## config.mk

```make
export PLATFORM = sky130hd
export DESIGN_NAME = irq_agg_top
export DESIGN_NICKNAME = d
export VERILOG_FILES = /design/src/rtl/irq_agg_pkg.sv /design/src/rtl/irq_agg_group.sv /design/src/rtl/irq_agg_holdoff.sv /design/src/rtl/irq_agg_top.sv
export SDC_FILE = /design/constraint.sdc
export NUM_CORES = 1
export LEC_CHECK = 0
export ABC_CLOCK_PERIOD_IN_PS = 3900
export CAP_MARGIN = 20
export CORE_MARGIN = 2
export CORE_UTILIZATION = 55
export CTS_CLUSTER_DIAMETER = 30
export DETAILED_ROUTE_END_ITERATION = 8
export PLACE_DENSITY = 0.79
export SLEW_MARGIN = 20
export SYNTH_ARGS = -nofsm -noshare
export SYNTH_HDL_FRONTEND = slang
export SYNTH_SLANG_ARGS = --single-unit
```

## constraint.sdc

```tcl
create_clock -name clk -period 3.9 [get_ports clk]
set_input_delay 0.78 -clock clk [delete_from_list [all_inputs] [get_ports clk]]
set_output_delay 0.78 -clock clk [all_outputs]
set_load 0.05 [all_outputs]
```

## src/rtl/irq_agg_pkg.sv

```systemverilog
package irq_agg_pkg;
  localparam int unsigned ADDR_W = 12;
  localparam int unsigned DATA_W = 32;

  localparam logic [ADDR_W-1:0] OFS_CFG  = 12'h83C;
  localparam logic [ADDR_W-1:0] OFS_EP   = 12'h840;
  localparam logic [ADDR_W-1:0] OFS_DMA  = 12'h850;
  localparam logic [ADDR_W-1:0] OFS_TOP  = 12'h870;

  localparam int unsigned POS_RX  = 8;
  localparam int unsigned POS_TX  = 9;
  localparam int unsigned POS_DMA = 24;
  localparam int unsigned POS_POL = 17;

  localparam logic [DATA_W-1:0] SUM_POS =
    (DATA_W'(1) << POS_RX) | (DATA_W'(1) << POS_TX) | (DATA_W'(1) << POS_DMA);

  typedef enum logic [1:0] {OP_NONE, OP_SET, OP_CLR, OP_MASK} grp_op_e;

  function automatic grp_op_e decode_op(logic wr, logic [ADDR_W-1:0] a,
                                        logic [ADDR_W-1:0] base);
    if (!wr)                          return OP_NONE;
    if (a == base + ADDR_W'(4))       return OP_SET;
    if (a == base + ADDR_W'(8))       return OP_CLR;
    if (a == base + ADDR_W'(12))      return OP_MASK;
    return OP_NONE;
  endfunction
endpackage

```

## src/rtl/irq_agg_group.sv

```systemverilog
module irq_agg_group
  import irq_agg_pkg::*;
#(
  parameter int unsigned W = 32,
  parameter logic [W-1:0] KEEP = '1
) (
  input  logic         clk,
  input  logic         rst_n,
  input  grp_op_e      op,
  input  logic [W-1:0] wdata,
  input  logic [W-1:0] ev_set,
  input  logic [W-1:0] ev_clr,
  output logic [W-1:0] src,
  output logic [W-1:0] mask,
  output logic [W-1:0] pend
);
  logic [W-1:0] src_n, mask_n, sw_val;
  logic         src_en, mask_en;

  always_comb begin
    unique case (op)
      OP_SET:  sw_val = src | wdata;
      OP_CLR:  sw_val = src & ~wdata;
      default: sw_val = src;
    endcase
    src_n   = ((sw_val | ev_set) & ~(ev_clr & ~ev_set)) & KEEP;
    src_en  = (src_n != src);
    mask_n  = wdata;
    mask_en = (op == OP_MASK);
  end

  always_ff @(posedge clk or negedge rst_n) begin
    if (!rst_n) begin
      src  <= '0;
      mask <= '1;
    end else begin
      if (src_en)  src  <= src_n;
      if (mask_en) mask <= mask_n;
    end
  end

  assign pend = src & ~mask;
endmodule

```

## src/rtl/irq_agg_holdoff.sv

```systemverilog
module irq_agg_holdoff #(
  parameter int unsigned HOLD_CYC = 30_000_000
) (
  input  logic clk,
  input  logic rst_n,
  input  logic pwr_on,
  output logic ready
);
  localparam int unsigned CW = $clog2(HOLD_CYC + 1);

  logic [CW-1:0] cnt, cnt_n;
  logic          pwr_q, rdy_n;

  always_comb begin
    cnt_n = cnt;
    rdy_n = ready;
    if (pwr_on && !pwr_q) begin
      cnt_n = CW'(HOLD_CYC);
      rdy_n = 1'b0;
    end else if (!pwr_on) begin
      cnt_n = '0;
    end else if (cnt == CW'(1)) begin
      cnt_n = '0;
      rdy_n = 1'b1;
    end else if (cnt != '0) begin
      cnt_n = cnt - CW'(1);
    end
  end

  always_ff @(posedge clk or negedge rst_n) begin
    if (!rst_n) begin
      cnt   <= '0;
      ready <= 1'b0;
      pwr_q <= 1'b0;
    end else begin
      cnt   <= cnt_n;
      ready <= rdy_n;
      pwr_q <= pwr_on;
    end
  end
endmodule

```

## src/rtl/irq_agg_top.sv

```systemverilog
module irq_agg_top
  import irq_agg_pkg::*;
#(
  parameter int unsigned HOLD_CYC = 30_000_000
) (
  input  logic              clk,
  input  logic              rst_n,
  input  logic              bus_wr,
  input  logic [ADDR_W-1:0] bus_addr,
  input  logic [DATA_W-1:0] bus_wdata,
  output logic [DATA_W-1:0] bus_rdata,
  input  logic              pwr_on,
  input  logic [DATA_W-1:0] hw_set,
  input  logic [DATA_W-1:0] hw_clr,
  output logic              irq_out
);
  localparam int unsigned HALF = DATA_W / 2;

  grp_op_e           ep_op, dma_op, top_op;
  logic [DATA_W-1:0] ep_src, ep_mask, ep_pend;
  logic [DATA_W-1:0] dma_src, dma_mask, dma_pend;
  logic [DATA_W-1:0] top_stored, top_mask, top_pend_raw;
  logic [DATA_W-1:0] flags, cfg, cfg_n;
  logic              cfg_en, ready, any_pend;

  always_comb begin
    ep_op  = decode_op(bus_wr, bus_addr, OFS_EP);
    dma_op = decode_op(bus_wr, bus_addr, OFS_DMA);
    top_op = decode_op(bus_wr, bus_addr, OFS_TOP);
    cfg_en = bus_wr && (bus_addr == OFS_CFG);
    cfg_n  = bus_wdata;
  end

  irq_agg_group #(.W(DATA_W), .KEEP('1)) u_ep (
    .clk(clk), .rst_n(rst_n), .op(ep_op), .wdata(bus_wdata),
    .ev_set('0), .ev_clr('0),
    .src(ep_src), .mask(ep_mask), .pend(ep_pend)
  );

  irq_agg_group #(.W(DATA_W), .KEEP('1)) u_dma (
    .clk(clk), .rst_n(rst_n), .op(dma_op), .wdata(bus_wdata),
    .ev_set('0), .ev_clr('0),
    .src(dma_src), .mask(dma_mask), .pend(dma_pend)
  );

  irq_agg_group #(.W(DATA_W), .KEEP(~SUM_POS)) u_top (
    .clk(clk), .rst_n(rst_n), .op(top_op), .wdata(bus_wdata),
    .ev_set(hw_set), .ev_clr(hw_clr),
    .src(top_stored), .mask(top_mask), .pend(top_pend_raw)
  );

  irq_agg_holdoff #(.HOLD_CYC(HOLD_CYC)) u_hold (
    .clk(clk), .rst_n(rst_n), .pwr_on(pwr_on), .ready(ready)
  );

  always_ff @(posedge clk or negedge rst_n) begin
    if (!rst_n) cfg <= '0;
    else if (cfg_en) cfg <= cfg_n;
  end

  always_comb begin
    flags = top_stored;
    flags[POS_TX]  = |ep_pend[HALF-1:0];
    flags[POS_RX]  = |ep_pend[DATA_W-1:HALF];
    flags[POS_DMA] = |dma_pend;
    any_pend = |(flags & ~top_mask);
    irq_out  = ready & (cfg[POS_POL] ? any_pend : ~any_pend);
  end

  always_comb begin
    bus_rdata = '0;
    unique case (bus_addr)
      OFS_CFG:                               bus_rdata = cfg;
      OFS_EP,  OFS_EP + 12'h4,  OFS_EP + 12'h8:  bus_rdata = ep_src;
      OFS_EP + 12'hC:                        bus_rdata = ep_mask;
      OFS_DMA, OFS_DMA + 12'h4, OFS_DMA + 12'h8: bus_rdata = dma_src;
      OFS_DMA + 12'hC:                       bus_rdata = dma_mask;
      OFS_TOP, OFS_TOP + 12'h4, OFS_TOP + 12'h8: bus_rdata = flags;
      OFS_TOP + 12'hC:                       bus_rdata = top_mask;
      default:                               bus_rdata = '0;
    endcase
  end

  logic unused_ok;
  assign unused_ok = ^top_pend_raw;
endmodule

```

==> key figures, run 1 <==
Status
  – Outcome: finished clean

Worst setup path
  – Reg-to-reg slack, setup: 1320 ps
  – Worst R2R Path Depth: 6
  – Crit path max fanout: 3
  – Critical path class: reg2out
  – CP required: 3120 ps
  – Worst EP arrival: 3090 ps
  – Critical path startpoint category: register
  – Worst Setup End Kind: output port
  – Reg2reg start: u_hold.cnt[17]
  – Reg2reg end: u_hold.cnt[3]

Place
  – Placed cells: 1484
  – DP HPWL: 24940 um
  – Port bufs: 138
  – Routability cong.: 0.9195

Timing
  – Count of final max-slew check failures: 0
  – Worst Hold Margin: 195.9 ps
  – RSZ-0062 raised after global routing: no
  – Worst slew margin: 0.4939
  – Layout Skew: 8.884 ps
  – Fin crit period: 3871 ps
  – Final period utilization: 0.9925
  – Final setup TNS: 0 ps
  – Highest clock rate: 0.2584 GHz
  – Least-Margin Pin Slew: 751.1 ps
  – Final setup fails: 0
  – Fin. Hold Viols: 0

Floorplan
  – Die H: 152.7 um
  – Die area: 23310 sq um
  – Initial core utilization: 0.5588
  – # IOs: 145
  – Core Region: 21760 sq um
  – Die Wd: 152.7 um
  – Rows: 54

Clock tree
  – Clk slew on worst S/H paths: 50 ps
  – Root buffer cell: clkbuf_16
  – Max clock buf depth: 3
  – # H-tree levels: 2
  – Clk_lat worst skew: 540 ps
  – Cts hold-fix bufs: 0
  – CTS tree: built
  – Clock Sinks: 248
  – Number of buffers created by CTS: 49

Layout
  – Area Growth Syn to Fin: 34.54%
  – FF/Latch Area: 6326 sq um
  – Fin cells: 1579
  – Filler cell count: 1349
  – Commonest non-fill, non-tap cell in the layout: dfrtp_1
  – Commonest cells after routing, fill and taps aside: dfrtp_1, mux2_2, nand2_1
  – Final core occ: 0.7518
  – Multi-input logic area: 5378 sq um
  – Share of layout cells above drive strength 1: 0.3336
  – Layout Nets: 1372

Global route
  – First-pass GRT wire length: 60790 um
  – Initial antenna violation count: 1
  – Largest net degree at the start of global routing: 131
  – Global route overflow: 0
  – Vias in the first global route: 10.67k
  – GRT Total Usage: 0.3311

Logic synthesis
  – FFs w/ async S/R, synth: 1.000
  – FF+latch count, synth: 248
  – Post-synth top area share: 0.3129
  – Top cells by area, synth: dfrtp_1, dfstp_2, mux2_2, a22oi_1, a22o_1
  – Count of cell types in the netlist: 57
  – Post-Syn Area: 12160 sq um
  – Post-Syn Instances: 1107
  – Main flop type after synthesis: dfrtp_1
  – EDFF count, synth: 0
  – Ys Warns: 0
  – Syn Area/Cell: 10.98 sq um
  – Post-Syn Nets: 1221
  – Area leader, netlist: dfrtp_1
  – Post-synthesis sequential area ratio: 0.5204

Routing
  – Drt pass-1 iters: 9
  – DRT antenna net count: 0
  – Iter 0 DRT Violations: 1338
  – Via count: 10.48k
  – Drc violations: 0
  – Final wirelength: 39330 um
  – WL per Instance: 24.91 um
  – Vias per std cell: 6.637

Pwr
  – Power per Cell Area: 471.8 nW/um^2
  – Total Power: 7.716 mW
  – Worst vdd ir: 0.0002984 V
  – P_leak: 7.057 nW

Run
  – Max Cap Viol: 0

Worst hold path
  – Hold Path Class: in2async
[per-stage QoR]
stage | worst slack [ps] | cell area (sq um)
2_1_floorplan | 549.4 | 12160
3_3_place_gp | 51.78 | 14370
3_5_place_dp | 16.30 | 14370
4_1_cts | 6.368 | 16230
5_1_grt | 7.523 | 16360
6_report | 29.42 | 16360
[registers in the layout (all words and copies together), names as in the netlist, 25 cells and up]
register / cells
cfg: 32
u_dma.mask: 32
u_dma.src: 32
u_ep.mask: 32
u_ep.src: 32
u_hold.cnt: 25
u_top.mask: 32
u_top.src: 29
[worst max-delay path, stage by stage, from the launching register on]
cell and delay [ps]:
dfstp_2 550, o22ai_1 120, nor4_1 600, a31oi_1 270, a2111oi_2 370, buf_4 200
mux2i_2 270, buf_12 170
[Yosys cell counts (all sizes together) (10+ instances only)]
cell type,number
dfrtp,152
mux2,128
nand2,108
dfstp,96
a22oi,93
inv,72
clkbuf,71
a22o,62
nand3,43
nor2,39
a222oi,32
o21bai,29
o22ai,24
nand2b,17
nor2b,15
buf,12
nor3,12
xnor2,11
nor4,10
o21ai,10
[worst max-delay path by stage]
stage | cells after the start | from | end
3_5_place_dp | 10 | bus_addr[9] | bus_rdata[24]
5_1_grt | 9 | u_ep.mask[15] | irq_out
3_3_place_gp | 10 | bus_addr[9] | bus_rdata[24]
2_1_floorplan | 6 | u_ep.mask[15] | irq_out
4_1_cts | 8 | u_ep.mask[4] | irq_out
6_report | 7 | u_dma.mask[26] | irq_out
[report_power, final]
| part | internal (mW) | switching [mW] |
|---|---|---|
| clock network | 3.19 | 1.39 |
| registers | 2.64 | 0.0616 |
| logic | 0.200 | 0.235 |
| total | 6.03 | 1.69 |
[area by class of cell]
| class | count | share of cell area |
|---|---|---|
| Inverter | 72 | 0.01652 |
| Clock buffer | 63 | 0.08568 |
| Antenna cell | 1 | 0.0001530 |
| Multi-Input combinational cell | 704 | 0.3288 |
| Sequential cell | 248 | 0.3868 |
| Clock inverter | 28 | 0.02609 |
| Timing Repair Buffer | 183 | 0.1346 |
| Tap cell | 280 | 0.02142 |
[cell families after synthesis]
kind of cell | after synthesis | share of synthesized area
flops | 248 | 0.5204
simple gates | 274 | 0.1131
buf+inv | 155 | 0.04889
mux | 129 | 0.1194
xor+xnor | 20 | 0.01441
compound gates | 279 | 0.1818
fa+ha+maj | 2 | 0.002058
[routing by layer]
| metal | global-route usage | vias to the layer above | share of wire | wire (um) |
|---|---|---|---|---|
| met5 | 0 | - | 0 | 0 |
| met1 | 0.4375 | 5246 | 0.38 | 14860 |
| met4 | 0.1596 | 0 | 0.046 | 1822 |
| li1 | - | 4393 | - | - |
| met2 | 0.5018 | 696 | 0.46 | 17950 |
| met3 | 0.09954 | 145 | 0.12 | 4690 |
[what timing repair did]
item | in CTS | in global routing
resized for setup | 8 | 18
endpoints found under the hold margin | 0 | 0
pin swaps | 1 | 3
gates cloned | 0 | 1
endpoints found under the setup margin | 3 | 27
buffers inserted | 0 | 2
No activity file was read; power rests on OpenSTA's default activity.
==> run 2, diff against run 1 <==
--- a/config.mk
+++ b/config.mk
@@ -7,11 +7,13 @@
 export LEC_CHECK = 0
 export ABC_CLOCK_PERIOD_IN_PS = 3900
 export CAP_MARGIN = 20
+export CELL_PAD_IN_SITES_DETAIL_PLACEMENT = 0
+export CELL_PAD_IN_SITES_GLOBAL_PLACEMENT = 2
 export CORE_MARGIN = 2
-export CORE_UTILIZATION = 55
+export CORE_UTILIZATION = 40
 export CTS_CLUSTER_DIAMETER = 30
 export DETAILED_ROUTE_END_ITERATION = 8
-export PLACE_DENSITY = 0.79
+export PLACE_DENSITY_LB_ADDON = 0.1
 export SLEW_MARGIN = 20
 export SYNTH_ARGS = -nofsm -noshare
 export SYNTH_HDL_FRONTEND = slang
==> run 2 against run 1 <==
Clock power rose by 6.6%. Highest routed layer unchanged. Critical endpoint unchanged. Routed wire length rose by 5.2%. Sequential power barely moved. Utilization fell by 19 points. Critical path type unchanged.
==> key figures, run 2 (synthesis gave the netlist of run 1 again) <==
Status
  – Outcome: finished clean

Worst setup path
  – Crit path max fanout: 3 (unchanged)
  – Critical path's largest stage delay: 540 ps (-60 ps)
  – CP required: 3120 ps (about the same)
  – Worst R2R Path Depth: 6 (unchanged)
  – Crit path from: u_dma.mask[6]
  – Reg-to-reg slack, setup: 1310 ps (about the same)
  – Reg2reg start: u_hold.cnt[17]
  – Critical path class: reg2out
  – Critical path startpoint category: register
  – Worst EP arrival: 3010 ps (-80 ps)
  – Worst Setup End Kind: output port
  – CP cell instances: nand2b_1, o2111ai_1, nor4_2, a31oi_2, a2111oi_2, buf_4, mux2i_4, buf_12
  – CP max-delay cell: dfstp_2
  – Reg2reg end: u_hold.cnt[3]

Timing
  – Fin crit period: 3794 ps (-76.79 ps)
  – Highest clock rate: 0.2636 GHz (+2.0%)
  – Worst slew margin: 0.5474 (+0.05347)
  – Worst Hold Margin: 225.7 ps (+29.85 ps)
  – Count of final max-slew check failures: 0 (unchanged)
  – Least-Margin Pin Slew: 671.8 ps (-79.36 ps)
  – Final setup TNS: 0 ps (unchanged)
  – Final setup fails: 0 (unchanged)
  – Final period utilization: 0.9728 (-0.01969)
  – RSZ-0062 raised after global routing: no
  – Fin. Hold Viols: 0 (unchanged)
  – Layout Skew: 4.023 ps (-4.860 ps)

Place
  – Routability cong.: 0.7869 (-14%)
  – DP HPWL: 26050 um (+4.5%)
  – Port bufs: 138 (unchanged)

Layout
  – Commonest non-fill, non-tap cell in the layout: dfrtp_1
  – Area Growth Syn to Fin: 36.52%
  – Layout Nets: 1375 (+0.22%)
  – Share of layout cells above drive strength 1: 0.3305 (-0.003056)
  – Commonest cells after routing, fill and taps aside: dfrtp_1, mux2_2, nand2_1

Clock tree
  – Number of buffers created by CTS: 59 (+20%)
  – Root buffer cell: clkbuf_16
  – CTS tree: built
  – Max clock buf depth: 3 (unchanged)
  – Clk_lat worst skew: 580 ps (+40 ps)
  – Clock Sinks: 248 (unchanged)
  – Cts hold-fix bufs: 0 (unchanged)
  – # H-tree levels: 2 (unchanged)
  – Clk slew on worst S/H paths: 50 ps (about the same)

Global route
  – Global route overflow: 0 (unchanged)
  – Largest net degree at the start of global routing: 86 (-34%)
  – Vias in the first global route: 10.01k (-6.2%)
  – Initial antenna violation count: 1 (unchanged)
  – First-pass GRT wire length: 62120 um (+2.2%)
  – GRT Total Usage: 0.2621 (-0.06904)

Routing
  – Via count: 9904 (-5.5%)
  – Final wirelength: 41390 um (+5.2%)
  – Iter 0 DRT Violations: 830 (-38%)
  – WL per Instance: 24.33 um (-2.3%)
  – Drc violations: 0 (unchanged)
  – Vias per std cell: 5.822 (-12%)
  – DRT antenna net count: 0 (unchanged)
  – Drt pass-1 iters: 8 (-1)

Floorplan
  – Die area: 31800 sq um (+36%)
  – Die Wd: 178.3 um (+17%)
  – Initial core utilization: 0.4080 (-0.1508)
  – Core Region: 29800 sq um (+37%)
  – Die H: 178.3 um (+17%)
  – Rows: 63 (+17%)
  – # IOs: 145 (unchanged)

Pwr
  – Power per Cell Area: 482.7 nW/um^2 (+2.3%)
  – Worst vdd ir: 0.0003694 V (+24%)
  – Total Power: 8.012 mW (+3.8%)
  – P_leak: 7.089 nW (+0.45%)

Run
  – Max Cap Viol: 0 (unchanged)

Worst hold path
  – Hold Path Class: in2async
==> run 2: cell count changes in the layout (fill, tap and decap cells not counted), moves of 3 or more <==
cell       previous run  this run
buf_4                33        26
bufinv_16            10         6
clkbuf_1              4        14
clkbuf_16            52        60
clkbuf_8              8        11
clkinv_2              7        12
clkinv_4              5         0
nor2_2               10        13
nor2_4                3         0
==> run 2: per-layer routing <==
layer	global-route usage	wire length [um]	up-vias	share of wire
met5	0	0	-	0
met2	0.4128	19300	365	0.47
met4	0.07419	919	0	0.022
met3	0.05264	2891	63	0.070
met1	0.3671	18280	5068	0.44
li1	-	-	4408	-
==> run 2: layout make-up <==
class / instances / area [sq um]
Fill cell: 2563 / 13200
Tap cell: 390 / 488.0
Clock inverter: 26 / 332.8
Inverter: 72 / 270.3
Clock buffer: 84 / 1680
Antenna cell: 1 / 2.502
Timing Repair Buffer: 176 / 2148
Sequential cell: 248 / 6326
Multi-Input combinational cell: 704 / 5348
==> run 2: report_power, final <==
part	internal [mW]	total, mW	switching [mW]
combinational	0.203	0.434	0.231
clock	3.36	4.88	1.52
sequential	2.64	2.70	0.0589
==> run 2: repair_timing <==
| item | in CTS | in global routing |
|---|---|---|
| resized for setup | 12 | 4 |
| setup endpoints to repair | 2 | 6 |
| hold endpoints to repair | 0 | 0 |
| cloned | 0 | 1 |
| pin swaps | 2 | 1 |
| buffers inserted | 1 | 1 |
==> run 2: stage by stage <==
stage / instance area [sq um] / util / std cells / setup slack [ps]
after floorplan: 12160 / - / 1107 / 549.4
after global placement: 14480 / 0.4861 / 1587 / 90.68
after detailed placement: 14480 / 0.4861 / 1587 / 57.32
after CTS: 16560 / 0.5557 / 1698 / 16.61
after global routing: 16590 / 0.5569 / 1700 / 0.9535
final: 16600 / 0.5570 / 1701 / 106.2
==> run 2: worst max-delay path: cells and delay by family, from the launching register on <==
family | cells | cell delay [ps]
compound gates | 3 | 710
simple gates | 2 | 610
flops | 1 | 540
buf+inv | 2 | 360
mux | 1 | 250
==> run 2: how the worst max path moves through the flow <==
stage                    endpoint  slack [ps]  cells past startpoint
floorplan                 irq_out         550                      6
global placement    bus_rdata[25]          90                      9
detailed placement  bus_rdata[25]          60                      9
CTS                 bus_rdata[25]          20                      9
global route              irq_out           1                      9
finish                    irq_out         110                      8
==> run 3, diff against run 2 <==
--- a/config.mk
+++ b/config.mk
@@ -5,12 +5,12 @@
 export SDC_FILE = /design/constraint.sdc
 export NUM_CORES = 1
 export LEC_CHECK = 0
-export ABC_CLOCK_PERIOD_IN_PS = 3900
+export ABC_CLOCK_PERIOD_IN_PS = 4120
 export CAP_MARGIN = 20
 export CELL_PAD_IN_SITES_DETAIL_PLACEMENT = 0
 export CELL_PAD_IN_SITES_GLOBAL_PLACEMENT = 2
 export CORE_MARGIN = 2
-export CORE_UTILIZATION = 40
+export CORE_UTILIZATION = 37
 export CTS_CLUSTER_DIAMETER = 30
 export DETAILED_ROUTE_END_ITERATION = 8
 export PLACE_DENSITY_LB_ADDON = 0.1
==> constraint.sdc (replaced) <==
create_clock -name clk -period 4.12 [get_ports clk]
set_input_delay 0.824 -clock clk [delete_from_list [all_inputs] [get_ports clk]]
set_output_delay 0.824 -clock clk [all_outputs]
set_load 0.05 [all_outputs]
==> run 3 against run 2 <==
Cell area up 2.7%. Count of clock-buffer cells in the layout up 11. Routed wire length up 2.6%. Non-clock buffer count down 4. Worst setup slack worse by 37 ps. Sequential cell count unchanged. Largest power group unchanged.
==> key figures, run 3 (synthesis gave the netlist of run 1 again) <==
Timing
  – Fin crit period: 4051 ps
  – Least-Margin Pin Slew: 822.4 ps (+150.6 ps)
  – Final setup fails: 0 (unchanged)
  – Worst slew margin: 0.4460 (-0.1014)
  – Count of final max-slew check failures: 0 (unchanged)
  – Highest clock rate: 0.2469 GHz
  – Final period utilization: 0.9832
  – Fin. Hold Viols: 0 (unchanged)
  – Final setup TNS: 0 ps (unchanged)
  – Layout Skew: 16.14 ps (+12.12 ps)

Clock tree
  – Clk_lat worst skew: 560 ps (-20 ps)
  – # H-tree levels: 3 (+1)
  – Clock Sinks: 248 (unchanged)
  – Number of buffers created by CTS: 69 (+17%)
  – Max clock buf depth: 3 (unchanged)
  – CTS tree: built
  – Clk slew on worst S/H paths: 40 ps (about the same)
  – Root buffer cell: clkbuf_16

Floorplan
  – Initial core utilization: 0.3746 (-0.03341)
  – Die area: 34320 sq um (+7.9%)
  – # IOs: 145 (unchanged)
  – Die Wd: 185.3 um (+3.9%)
  – Core Region: 32450 sq um (+8.9%)
  – Rows: 66 (+4.8%)
  – Die H: 185.3 um (+3.9%)

Place
  – DP HPWL: 26680 um (+2.4%)
  – Port bufs: 138 (unchanged)
  – Routability cong.: 0.7866 (about the same)

Worst setup path
  – Critical path class: reg2out
  – Crit path max fanout: 3 (unchanged)
  – Reg-to-reg slack, setup: 1490 ps (+180 ps)
  – Cell family contributing the most delay on the critical path: compound AO/OA/AOI/OAI gates
  – Worst EP arrival: 3230 ps (+220 ps)
  – CP cell instances: o22ai_1, a221oi_1, nand4_1, a2111oi_2, buf_4, mux2i_1, buf_4, buf_12
  – CP max-delay cell: dfstp_2
  – CP required: 3300 ps (+180 ps)
  – Critical path startpoint category: register
  – Worst Setup End Kind: output port
  – Most frequent CP cell: buf_4
  – Buf/Inv on CP: 3 (+1)
  – Critical path's largest stage delay: 540 ps (about the same)

Routing
  – Drc violations: 0 (unchanged)
  – DRT antenna net count: 0 (unchanged)
  – Vias per std cell: 5.595 (-3.9%)
  – Drt pass-1 iters: 6 (-2)
  – Final wirelength: 42480 um (+2.6%)
  – Iter 0 DRT Violations: 795 (-4.2%)
  – Via count: 9881 (-0.23%)
  – WL per Instance: 24.06 um (-1.1%)

Pwr
  – P_leak: 7.294 nW (+2.9%)
  – Total Power: 8.589 mW (+7.2%)
  – Reg power frac: 0.297 (-0.040)
  – Clock group share of total power: 0.655 (+0.046)
  – Switch Pwr: 1.897 mW (+4.9%)
  – Combinational share of power: 0.048 (-0.006)
  – Sw Share: 0.2209 (-0.004950)
  – Internal: 6.692 mW (+7.9%)
  – Power per Cell Area: 503.9 nW/um^2 (+4.4%)
  – Worst vdd ir: 0.0003849 V (+4.2%)

Layout
  – Commonest non-fill, non-tap cell in the layout: dfrtp_1
  – Area Growth Syn to Fin: 40.21%
  – Share of layout cells above drive strength 1: 0.3353 (+0.004813)
  – Filler cell count: 2874 (+12%)
  – Final core occ: 0.5252 (-0.03177)
  – Commonest cells after routing, fill and taps aside: dfrtp_1, mux2_2, nand2_1
  – # diodes: 0 (-1)
  – Layout Nets: 1381 (+0.44%)

Global route
  – Global route overflow: 0 (unchanged)
  – First-pass GRT wire length: 63910 um (+2.9%)
  – Largest net degree at the start of global routing: 101 (+17%)
  – Vias in the first global route: 10.09k (+0.81%)
  – Initial antenna violation count: 0 (-1)
  – GRT Total Usage: 0.2527 (-0.009350)

Worst hold path
  – Hold Path Class: in2async

Run
  – Max Cap Viol: 0 (unchanged)

Status
  – Outcome: finished clean
==> run 3: cell types whose count changed in the layout (fill, tap and decap cells not counted), moves of 2 or more <==
cell / previous run / this run
clkinvlp_4: 5 / 1
bufinv_16: 6 / 11
clkbuf_16: 60 / 70
clkinv_4: 0 / 2
==> run 3: stage by stage <==
step	cell area [sq um]	hold slack, ps	setup slack [ps]	cells
3_3_place_gp	14520	487.6	165.6	1638
2_1_floorplan	12160	479.7	699.8	1107
6_report	17050	288.1	69.22	1766
5_1_grt	17050	359.3	-14.33	1766
3_5_place_dp	14520	493.7	149.0	1638
4_1_cts	17010	335.2	38.56	1766
==> run 3: worst paths after layout <==
path                                start            end  cells after the start
setup / recovery            u_ep.mask[30]        irq_out                      8
hold / removal                      rst_n         cfg[7]                      1
setup reg to reg           u_hold.cnt[17]  u_hold.cnt[3]                      6
hold reg to reg                   cfg[26]        cfg[26]                      1
max in group asynchronous           rst_n  u_ep.mask[13]                      2
min in group clk                  cfg[26]        cfg[26]                      1
==> run 3: power by group through the flow <==
stage | registers, mW | logic, mW | clock network (mW)
3_3_place_gp | 2.58 | 0.413 | 0
4_1_cts | 2.55 | 0.417 | 5.70
5_1_grt | 2.56 | 0.457 | 5.85
6_report | 2.55 | 0.412 | 5.62
3_5_place_dp | 2.58 | 0.413 | 0
2_1_floorplan | 2.56 | 0.199 | 0
==> run 3: per-layer routing <==
metal | wire [um] | vias to the layer above | global-route usage
met2 | 19770 | 329 | 0.4013
met3 | 2509 | 65 | 0.04699
met4 | 1078 | 0 | 0.08254
li1 | - | 4427 | -
met1 | 19130 | 5060 | 0.3480
met5 | 0 | - | 0
==> run 3: final cells by class <==
cell class | count | area (sq um) | area share
clock buffers | 95 | 1956 | 0.1147
clock inverters | 33 | 520.5 | 0.03054
inverters | 72 | 270.3 | 0.01586
multi-input cells | 704 | 5335 | 0.3130
flip-flops and latches | 248 | 6326 | 0.3711
well taps | 442 | 553.0 | 0.03245
repair buffers | 172 | 2085 | 0.1223
==> run 3: worst register-to-register path, cell delays in order (launching register included) <==
cell     delay [ps]
dfrtp_1         430
or4_4           590
nor4_1          340
nand4_1         540
and3b_1         410
xnor2_1         130
nor2_1           50
==> run 3: what timing repair did <==
action                                  4_1_cts  5_1_grt
endpoints found under the setup margin        1        1
buffers inserted                              0        0
pin swaps                                     1        1
gates cloned                                  0        0
gates resized for setup                       4        8
hold buffers                                  0        0
